<file path="config.mk">
export PLATFORM = sky130hd
export DESIGN_NAME = raid5_small_write
export DESIGN_NICKNAME = d
export VERILOG_FILES = /design/src/rtl/r5_pkg.sv /design/src/rtl/r5_stripe_map.sv /design/src/rtl/r5_disk_mux.sv /design/src/rtl/r5_seq.sv /design/src/rtl/raid5_small_write.sv
export SDC_FILE = /design/constraint.sdc
export NUM_CORES = 1
export LEC_CHECK = 0
export ABC_AREA = 1
export BUFFER_PORTS_ARGS = -buffer_cell sky130_fd_sc_hd__buf_2
export CAP_MARGIN = 20
export CORE_ASPECT_RATIO = 2
export CORE_UTILIZATION = 30
export CTS_BUF_LIST = sky130_fd_sc_hd__clkbuf_8
export DETAILED_ROUTE_END_ITERATION = 6
export HOLD_SLACK_MARGIN = 0.12
export PLACE_DENSITY = 0.45
export SYNTH_ARGS = -nofsm -noshare
export SYNTH_HDL_FRONTEND = slang
export SYNTH_SLANG_ARGS = --single-unit
</file>
<file path="constraint.sdc">
create_clock -name clk -period 6.6 [get_ports clk]
set_input_delay 0.66 -clock clk [delete_from_list [all_inputs] [get_ports clk]]
set_output_delay 0.66 -clock clk [all_outputs]
set_load 0.02 [all_outputs]
</file>
<file path="src/rtl/r5_pkg.sv">
package r5_pkg;

    // Phase of the block sequencer; the read-modify-write order depends on it.
    typedef enum logic [2:0] {
        PH_IDLE   = 3'd0,
        PH_RD_DAT = 3'd1,
        PH_RD_PAR = 3'd2,
        PH_WR_DAT = 3'd3,
        PH_WR_PAR = 3'd4
    } r5_phase_e;

endpackage

</file>
<file path="src/rtl/r5_stripe_map.sv">
module r5_stripe_map #(
    parameter int N_DATA = 4,
    parameter int LBA_W  = 12,
    localparam int N_DISK = N_DATA + 1,
    localparam int DISK_W = $clog2(N_DISK)
) (
    input  logic [LBA_W-1:0]  lba_i,
    output logic [LBA_W-1:0]  row_o,
    output logic [DISK_W-1:0] dat_disk_o,
    output logic [DISK_W-1:0] par_disk_o
);

    logic [LBA_W-1:0] stripe_d, slot_d, rot_d, par_full_d, dat_full_d;

    always_comb begin
        stripe_d   = lba_i / LBA_W'(N_DATA);
        slot_d     = lba_i % LBA_W'(N_DATA);
        rot_d      = stripe_d % LBA_W'(N_DISK);
        par_full_d = LBA_W'(N_DATA) - rot_d;
        dat_full_d = (slot_d < par_full_d) ? slot_d : slot_d + 1'b1;
        row_o      = stripe_d;
        par_disk_o = DISK_W'(par_full_d);
        dat_disk_o = DISK_W'(dat_full_d);
        // the data block never lands on the parity position of its row
        p_map_split_r2: assert (par_full_d != dat_full_d);
        // both positions are inside the array
        p_map_range_r2: assert ((par_full_d < LBA_W'(N_DISK)) && (dat_full_d < LBA_W'(N_DISK)));
    end

endmodule

</file>
<file path="src/rtl/r5_disk_mux.sv">
module r5_disk_mux #(
    parameter int N_DISK = 5,
    parameter int WORD_W = 16,
    localparam int DISK_W = $clog2(N_DISK)
) (
    input  logic [DISK_W-1:0]        sel_i,
    input  logic                     req_i,
    output logic [N_DISK-1:0]        dk_req_o,
    input  logic [N_DISK-1:0]        dk_ack_i,
    input  logic [N_DISK-1:0]        dk_err_i,
    input  logic [N_DISK*WORD_W-1:0] dk_rdata_i,
    output logic                     ack_o,
    output logic                     err_o,
    output logic [WORD_W-1:0]        rdata_o
);

    for (genvar g = 0; g < N_DISK; g++) begin : g_req
        assign dk_req_o[g] = req_i && (sel_i == DISK_W'(g));
    end

    always_comb begin
        ack_o   = 1'b0;
        err_o   = 1'b0;
        rdata_o = '0;
        for (int i = 0; i < N_DISK; i++) begin
            if (sel_i == DISK_W'(i)) begin
                ack_o   = dk_ack_i[i];
                err_o   = dk_err_i[i];
                rdata_o = dk_rdata_i[i*WORD_W +: WORD_W];
            end
        end
        // a pending request always addresses an existing disk
        p_sel_range_r6: assert (!req_i || (int'(sel_i) < N_DISK));
    end

endmodule

</file>
<file path="src/rtl/r5_seq.sv">
module r5_seq
    import r5_pkg::*;
#(
    parameter int N_DATA    = 4,
    parameter int WORD_W    = 16,
    parameter int BLK_WORDS = 4,
    parameter int LBA_W     = 12,
    localparam int N_DISK = N_DATA + 1,
    localparam int DISK_W = $clog2(N_DISK),
    localparam int WIDX_W = $clog2(BLK_WORDS),
    localparam int BLK_W  = WORD_W * BLK_WORDS
) (
    input  logic              clk,
    input  logic              rst_n,
    input  logic              host_req_i,
    input  logic              host_we_i,
    input  logic [LBA_W-1:0]  host_lba_i,
    input  logic [BLK_W-1:0]  host_wdata_i,
    output logic              host_busy_o,
    output logic              host_done_o,
    output logic              host_err_o,
    output logic [BLK_W-1:0]  host_rdata_o,
    output logic [LBA_W-1:0]  lba_o,
    input  logic [DISK_W-1:0] dat_disk_i,
    input  logic [DISK_W-1:0] par_disk_i,
    output logic              req_o,
    output logic [DISK_W-1:0] sel_o,
    output logic              we_o,
    output logic [WIDX_W-1:0] widx_o,
    output logic [WORD_W-1:0] wdata_o,
    input  logic              ack_i,
    input  logic              err_i,
    input  logic [WORD_W-1:0] rdata_i
);

    localparam logic [WIDX_W-1:0] LAST_WORD = WIDX_W'(BLK_WORDS - 1);

    typedef struct packed {
        r5_phase_e         phase;
        logic              is_wr;
        logic [LBA_W-1:0]  lba;
        logic [WIDX_W-1:0] widx;
        logic [BLK_W-1:0]  old_dat;
        logic [BLK_W-1:0]  old_par;
        logic [BLK_W-1:0]  new_dat;
        logic              done;
        logic              err;
    } seq_t;

    seq_t st_q, st_d;

    // Sequencer next state
    always_comb begin
        st_d      = st_q;
        st_d.done = 1'b0;
        st_d.err  = 1'b0;
        if (st_q.phase == PH_IDLE) begin
            if (host_req_i) begin
                st_d.phase   = PH_RD_DAT;
                st_d.is_wr   = host_we_i;
                st_d.lba     = host_lba_i;
                st_d.new_dat = host_wdata_i;
                st_d.widx    = '0;
            end
        end else if (ack_i) begin
            if (err_i) begin
                st_d.phase = PH_IDLE;
                st_d.done  = 1'b1;
                st_d.err   = 1'b1;
                st_d.widx  = '0;
            end else begin
                if (st_q.phase == PH_RD_DAT) begin
                    st_d.old_dat[st_q.widx*WORD_W +: WORD_W] = rdata_i;
                end
                if (st_q.phase == PH_RD_PAR) begin
                    st_d.old_par[st_q.widx*WORD_W +: WORD_W] = rdata_i;
                end
                if (st_q.widx == LAST_WORD) begin
                    st_d.widx = '0;
                    unique case (st_q.phase)
                        PH_RD_DAT: begin
                            if (st_q.is_wr) begin
                                st_d.phase = PH_RD_PAR;
                            end else begin
                                st_d.phase = PH_IDLE;
                                st_d.done  = 1'b1;
                            end
                        end
                        PH_RD_PAR: st_d.phase = PH_WR_DAT;
                        PH_WR_DAT: st_d.phase = PH_WR_PAR;
                        default: begin
                            st_d.phase = PH_IDLE;
                            st_d.done  = 1'b1;
                        end
                    endcase
                end else begin
                    st_d.widx = st_q.widx + 1'b1;
                end
            end
        end
    end

    always_ff @(posedge clk) begin
        if (!rst_n) begin
            st_q <= '0;
        end else begin
            st_q <= st_d;
        end
    end

    // Disk-side drive
    always_comb begin
        req_o  = (st_q.phase != PH_IDLE);
        we_o   = (st_q.phase == PH_WR_DAT) || (st_q.phase == PH_WR_PAR);
        sel_o  = ((st_q.phase == PH_RD_PAR) || (st_q.phase == PH_WR_PAR)) ? par_disk_i : dat_disk_i;
        widx_o = st_q.widx;
        if (st_q.phase == PH_WR_PAR) begin
            wdata_o = st_q.old_par[st_q.widx*WORD_W +: WORD_W]
                    ^ st_q.old_dat[st_q.widx*WORD_W +: WORD_W]
                    ^ st_q.new_dat[st_q.widx*WORD_W +: WORD_W];
        end else begin
            wdata_o = st_q.new_dat[st_q.widx*WORD_W +: WORD_W];
        end
    end

    assign lba_o        = st_q.lba;
    assign host_busy_o  = (st_q.phase != PH_IDLE);
    assign host_done_o  = st_q.done;
    assign host_err_o   = st_q.err;
    assign host_rdata_o = st_q.old_dat;

    // a request waiting for its acknowledge keeps every field
    p_hold_r6: assert property (@(posedge clk) disable iff (!rst_n)
        (req_o && !ack_i) |=> (req_o && $stable(sel_o) && $stable(we_o) && $stable(widx_o)
                                && $stable(wdata_o) && $stable(lba_o)));

    // a faulted acknowledge ends the request at the next cycle
    p_abort_r9: assert property (@(posedge clk) disable iff (!rst_n)
        (req_o && ack_i && err_i) |=> (host_done_o && host_err_o && !req_o));

    // the completion pulse lasts one cycle
    p_done_pulse_r8: assert property (@(posedge clk) disable iff (!rst_n)
        host_done_o |=> !host_done_o);

    // the captured block number cannot change while busy
    p_lock_r7: assert property (@(posedge clk) disable iff (!rst_n)
        host_busy_o |=> (!host_busy_o || $stable(lba_o)));

    // a write on a disk is only ever the direct follow-up of another access
    p_write_order_r3: assert property (@(posedge clk) disable iff (!rst_n)
        (req_o && we_o) |-> $past(req_o));

endmodule

</file>
<file path="src/rtl/raid5_small_write.sv">
module raid5_small_write #(
    parameter int N_DATA    = 4,
    parameter int WORD_W    = 16,
    parameter int BLK_WORDS = 4,
    parameter int LBA_W     = 12,
    localparam int N_DISK = N_DATA + 1,
    localparam int DISK_W = $clog2(N_DISK),
    localparam int WIDX_W = $clog2(BLK_WORDS),
    localparam int BLK_W  = WORD_W * BLK_WORDS
) (
    input  logic                     clk,
    input  logic                     rst_n,
    input  logic                     host_req,
    input  logic                     host_we,
    input  logic [LBA_W-1:0]         host_lba,
    input  logic [BLK_W-1:0]         host_wdata,
    output logic                     host_busy,
    output logic                     host_done,
    output logic                     host_err,
    output logic [BLK_W-1:0]         host_rdata,
    output logic [N_DISK-1:0]        dk_req,
    output logic                     dk_we,
    output logic [LBA_W-1:0]         dk_row,
    output logic [WIDX_W-1:0]        dk_widx,
    output logic [WORD_W-1:0]        dk_wdata,
    input  logic [N_DISK-1:0]        dk_ack,
    input  logic [N_DISK-1:0]        dk_err,
    input  logic [N_DISK*WORD_W-1:0] dk_rdata
);

    logic [LBA_W-1:0]  lba_q;
    logic [DISK_W-1:0] dat_disk, par_disk, sel;
    logic              req, ack, err;
    logic [WORD_W-1:0] rdata;

    r5_stripe_map #(.N_DATA(N_DATA), .LBA_W(LBA_W)) u_map (
        .lba_i      (lba_q),
        .row_o      (dk_row),
        .dat_disk_o (dat_disk),
        .par_disk_o (par_disk)
    );

    r5_seq #(.N_DATA(N_DATA), .WORD_W(WORD_W), .BLK_WORDS(BLK_WORDS), .LBA_W(LBA_W)) u_seq (
        .clk          (clk),
        .rst_n        (rst_n),
        .host_req_i   (host_req),
        .host_we_i    (host_we),
        .host_lba_i   (host_lba),
        .host_wdata_i (host_wdata),
        .host_busy_o  (host_busy),
        .host_done_o  (host_done),
        .host_err_o   (host_err),
        .host_rdata_o (host_rdata),
        .lba_o        (lba_q),
        .dat_disk_i   (dat_disk),
        .par_disk_i   (par_disk),
        .req_o        (req),
        .sel_o        (sel),
        .we_o         (dk_we),
        .widx_o       (dk_widx),
        .wdata_o      (dk_wdata),
        .ack_i        (ack),
        .err_i        (err),
        .rdata_i      (rdata)
    );

    r5_disk_mux #(.N_DISK(N_DISK), .WORD_W(WORD_W)) u_mux (
        .sel_i      (sel),
        .req_i      (req),
        .dk_req_o   (dk_req),
        .dk_ack_i   (dk_ack),
        .dk_err_i   (dk_err),
        .dk_rdata_i (dk_rdata),
        .ack_o      (ack),
        .err_o      (err),
        .rdata_o    (rdata)
    );

    // never more than one disk addressed at once
    p_one_disk_r6: assert property (@(posedge clk) disable iff (!rst_n) $onehot0(dk_req));

    // nothing requested in the cycle after reset
    p_reset_quiet_r10: assert property (@(posedge clk) disable iff (!rst_n)
        $rose(rst_n) |-> (dk_req == '0));

endmodule

</file>
### Yosys cells after proc, flatten, opt, wreduce, memory -nomap -nowiden

Index checks and enable logic that the tools add are counted.

* register bits after elaboration: 212
* input bits: 170
* logic and storage cells: 94

* $add $sub $neg: 4
* div/mod/pow operators: 1
* magnitude comparators: 1
* eq/ne operators: 10
* shift-type cells: 5
* multiplexer cells: 39
* bitwise logic cells: 6
* reduce and logical (&&, ||, !) cells: 19

Operators with widths (number)
* $shiftx A64 B7 Y16: 3
* $mux W130: 1
* $bwmux W64: 2
* $mux W128: 1
* $mux W64: 2
* $mux W16: 6
* $shift A16 B34 Y64 const A: 1
* $shiftx A16 B34 Y64: 1
* $neg A6 Y34: 1
* $xor A16 B16 Y16: 2
* $mux W18: 1
* $mux W3: 6
* $mux W1: 14
* $eq A3 B2 Y1 const B: 4
* $lt A2 B12 Y1: 1
* $mod A10 B3 Y12 const B: 1
* $sub A3 B12 Y12 const A: 1
* $pmux W3 S3: 1
* $mux W2: 4
* $reduce_and A4 Y1: 2
* $eq A3 B1 Y1 const B: 2
* $eq A3 B3 Y1 const B: 2
* $logic_not A3 Y1: 2
* $reduce_bool A3 Y1: 2
* 13 further kinds: 22

### Depth between registers and ports, before layout

* depth in word-level cells: 17
* depth in mapped cells: 59
* mapped depth without buffers: 59

### Hierarchy

From an unflattened synthesis, not the netlist that was laid out.

* cell total of the unflattened synthesis: 1928
* area total of the unflattened synthesis: 12744.7 sq um

By module, submodules not included
* r5_seq: instances 1, cells each 1566, area each 10807.9 sq um, seq. area each 4244.1 sq um
* r5_disk_mux: instances 1, cells each 189, area each 1012.2 sq um, seq. area each 0.0 sq um
* r5_stripe_map: instances 1, cells each 173, area each 924.6 sq um, seq. area each 0.0 sq um

### Worst setup path after synthesis

No wires, ideal clock.

* path type: reg-to-output
* start: reg u_seq.st_q, in the netlist u_seq.lba_o[11]
* end: out dk_req[4]
* arrival: 4.524 ns
* required time: 5.940 ns
* slack: 1.416 ns
* cell stages (with the launch flop): 51
* cell sequence: dfxtp_1 > inv_1 > nand2_1 > nand3_2 > nand2_1 > nand2_2 > nand2_2 > nand3_2 > nand2_4 > nand2_2 > nand2_2 > nand3_2 > nand2_4 > nand2_4 > nand2_2 > nand3_1 > nand2_2 > nand2_2 > [... 15 more ...] > nand2_2 > nand2_1 > inv_1 > ha_1 > inv_1 > ha_1 > nand2_1 > nand2_2 > nand2_2 > nand2_2 > nand2_1 > nand2_2 > nand2_4 > nor2_4 > inv_4 > buf_6 > buf_6 > nor2_1

* cells in the longest elaborated chain, start to end: 7

Ends and longest elaborated chain
* start: declaration: RTL line r5_seq.sv:50 `seq_t st_q, st_d;`
* start signal: assignment: RTL line r5_seq.sv:107 `st_q <= st_d;`
* $mod A10 B3 Y12 (*): RTL line r5_stripe_map.sv:18 `rot_d = stripe_d % LBA_W'(N_DISK);`
* $sub A3 B12 Y12 (*): RTL line r5_stripe_map.sv:19 `par_full_d = LBA_W'(N_DATA) - rot_d;`
* $lt A2 B12 Y1: RTL line r5_stripe_map.sv:20 `dat_full_d = (slot_d < par_full_d) ? slot_d : slot_d + 1'b1;`
* $mux W3: RTL line r5_stripe_map.sv:20
* $mux W3 (*): RTL line r5_seq.sv:115 `sel_o = ((st_q.phase == PH_RD_PAR) || (st_q.phase == PH_WR_PAR)) ? par_disk_i : dat_disk_i;`
* $eq A3 B3 Y1 (*): RTL line r5_disk_mux.sv:18 `assign dk_req_o[g] = req_i && (sel_i == DISK_W'(g));`
* $logic_and A1 B1 Y1 (*): RTL line r5_disk_mux.sv:18
* end: declaration: RTL line raid5_small_write.sv:21 `output logic [N_DISK-1:0] dk_req,`

Every way passes the cells marked *; elsewhere a longest branch is shown, timed or not.

### Final worst setup path

* start: reg u_seq.st_q, in the netlist u_seq.lba_o[9]
* end: out dk_req[0]

* cells in the longest elaborated chain, start to end: 7

Ends and longest elaborated chain (RTL line)
* $mod A10 B3 Y12 (*): r5_stripe_map.sv:18
* $sub A3 B12 Y12 (*): r5_stripe_map.sv:19
* $lt A2 B12 Y1: r5_stripe_map.sv:20
* $mux W3: r5_stripe_map.sv:20
* $mux W3 (*): r5_seq.sv:115
* $logic_not A3 Y1 (*): r5_disk_mux.sv:18
* $logic_and A1 B1 Y1 (*): r5_disk_mux.sv:18

Marks and branches as above.

==> results.md <==
Global route:
- Across every metal layer, demand over resource in global routing totals 0.250.
- The initial antenna violation count was 1.
- The wire length of the first global-routing pass is 81700 um.
- The via count of the first global-routing pass was ~13000.
- Entering global routing, the biggest net connects 127 pins.
- After global routing the overflow that remains totals 0.

Clock network:
- TritonCTS created 37 clock buffers.
- The CTS sink count is 212.
- The CTS tree is done.
- The total of hold buffers inserted after clock tree synthesis is 0.
- After clock tree synthesis, the clock-pin slew on the worst setup and hold paths is 70 ps.
- Counting along the longest clock path gives a buffer depth of 3.
- Clock latency on the worst-skew pair, taken at its later pin, is 580 ps.
- The clock tree root driver cell is sky130_fd_sc_hd__clkbuf_8.
- The number of H-tree levels is 2.

Logic synthesis:
- The prevailing post-synth register cell is sky130_fd_sc_hd__dfxtp_1.
- By instance count, the leading cell after synthesis is sky130_fd_sc_hd__nand2_1.
- The gate count after technology mapping is 1997.
- In the synthesized netlist, the cells that appear most often are 400 x sky130_fd_sc_hd__nand2_1, 291 x sky130_fd_sc_hd__nor2_1, 219 x sky130_fd_sc_hd__a21oi_1.
- The per-instance average area after synthesis is 6.56 um2.
- Summing every instance area after synthesis gives approximately 13000 um2.
- The largest total area in the synthesized netlist belongs to sky130_fd_sc_hd__dfxtp_1.
- The share of synthesized registers carrying an async set or reset is 0.
- The distinct cell type count of the synthesized netlist is 45.
- During synthesis, Yosys emitted a total of 0 warnings.
- The number of flops mapped to enable cells by yosys is 0.
- The share of synthesized area occupied by flip-flops and latches is 0.324.
- Synthesis inferred about 210 register bits.
- After synthesis, the cell types taking the most area are sky130_fd_sc_hd__dfxtp_1 32%, sky130_fd_sc_hd__nand2_1 11%, sky130_fd_sc_hd__a21oi_1 8.4%, sky130_fd_sc_hd__nor2_1 8.3%, sky130_fd_sc_hd__o21ai_0 7.4%.
- The fraction of synthesized cell area taken by the top area cell type is 0.324.

STA:
- The final max-slew violation count is 0.
- Setup repair after global routing left no endpoint under its margin.
- The worst slew margin relative to its limit is 0.321.
- The share of the clock period used by the worst path is 0.924.
- The accumulated negative setup slack is 0 ps.
- The hold violation total from the final report is 0.
- Setup violations remaining at the end of the flow were counted as 0.
- Derived from the worst setup path, the maximum achievable clock frequency is roughly 160 MHz.
- At the pin with the least slew margin, the transition time is 1010 ps.
- The final setup skew is 29.9 ps.
- The shortest period the worst path allows is 6100 ps.
- The minimum setup slack in the final design is about 500 ps.

Die:
- The die covers approximately 45000 um2.
- The initialized floorplan defines ~110 standard-cell rows.
- In this run the horizontal extent of the chip is 150 um.
- The chip height is 298 um.
- The starting density of the core is 0.303.
- In this run the count of I/O pins placed on the die edge is 273.
- The core region is 43200 um2.

Setup path:
- In this design, the stage delay of the slowest critical-path cell is 370 ps.
- The worst setup path is captured at an output pin.
- By startpoint and endpoint, the worst setup path is classified as reg -> out.
- Along the worst path, the maximum fanout reaches 8.
- The highest-delay cell along the critical path is sky130_fd_sc_hd__dfxtp_1.
- The critical path contains buffers and inverters numbering 7 combined.
- The worst setup path is launched from a flop.
- The data arrival at the endpoint of the critical path is 5440 ps.
- The kind of cell with the highest combined delay along the critical path is simple AND/OR/NAND/NOR gates.
- For the worst setup path, the data required time is 5940 ps.

Drt:
- The count of vias placed by the detailed router is 13400.
- The number of routed nets with antenna violations is 0.
- Dividing the detail-routed via count by the number of cells gives 4.90.
- The wire length per cell after detailed routing is 20.5 um.
- Wires add up to 56100 um.
- The detailed-router iteration count before antenna repair is 5.
- After detailed routing, the number of remaining DRC violations is 0.
- The detailed router finished its first iteration with 734 violations.

Outcome:
- The flow ran to the end, and the final reports show no timing, DRC or antenna violations.

Cells and area:
- The ratio of cells with drive above 1 in the final layout is 0.231.
- The area added between synthesis and finish is 15.0%.
- Leaving out filler cells and counting taps, the final layout contains between 2000 and 3000.
- The final layout contains 2342 nets.
- Once layout is complete, the utilization of the core stands at 0.349.

Placed design:
- The post-placement setup slack is approximately 220 ps.
- Including well taps, the total number of placed cells is 2652.
- The congestion estimate from routability-driven global placement came to approximately 0.90.
- The sum of net half-perimeters after detailed placement is approximately 41000 um.
- The number of input and output port buffers inserted is between 200 and 300.

Flow run:
- Across the run, the number of max-cap violations was 0.

Hold path:
- The worst min-delay path class is in -> reg.
==> cells in the final DEF, fill, tap and decap left out, drive strengths merged, types with 10 or more instances in the layout <==
master,count
a21oi,221
buf,327
clkbuf,49
dfxtp,212
inv,198
nand2,447
nand3,129
nand4,39
nor2,309
nor3,10
o21ai,197
xor2,15
==> repair_timing <==
action	4_1_cts	5_1_grt
setup buffers	0	22
gates resized for setup	0	12
setup endpoints to repair	0	137
==> stage by stage <==
step | area, um2 | hold slack, ps
after floorplan | 13100 | 424
after global placement | 14100 | 436
after detailed placement | 14100 | 441
after CTS | 14800 | 318
after global routing | 15100 | 340
final | 15100 | 354
==> per-layer routing <==
metal	GRT usage	share of wire
met3	0.0336	0.043
met2	0.479	0.55
met4	0.151	0.064
met1	0.245	0.34
met5	0	0
==> cell type report <==
cell class | instances | area [um2]
Antenna cell | 1 | 2.50
Clock buffer | 49 | 674
Clock inverter | 16 | 77.6
Fill cell | 4863 | 28200
Inverter | 188 | 713
Multi-Input combinational cell | 1398 | 6800
Sequential cell | 212 | 4250
Tap cell | 550 | 688
Timing Repair Buffer | 327 | 1870
==> path summary, 6_finish.rpt <==
path | endpoint | slack [ps] | cells past startpoint | startpoint
worst max register to register | flop | 560 | 51 | u_seq.lba_o[9]
worst min register to register | u_seq.st_q[6] | 450 | 2 | u_seq.st_q[6]
worst min-delay path | u_seq.st_q[49] | 350 | 3 | host_wdata[47]
worst max-delay path | dk_req[0] | 500 | 45 | u_seq.lba_o[9]
==> worst min-delay path, delay by kind of cell <==
kind	cells	cell delay, ps
compound gates	1	60
buf+inv	1	90
simple gates	1	70
==> kinds of logic (layout without fill, tap and decap cells) <==
kind of cell	after synthesis	after routing	synth area share
adder cells (fa/ha/maj)	8	8	0.00764
AO/OA/AOI/OAI	424	424	0.165
XOR/XNOR	17	17	0.0114
AND/OR/NAND/NOR	945	946	0.330
multiplexers	1	1	0.000764
flip-flops	212	212	0.324
buffers and inverters	389	580	0.162
other	1	3	0.000286
Power is left out: the tool's default activity adds up to more than one toggle a clock period on the data nets, which glitch-free logic cannot reach.
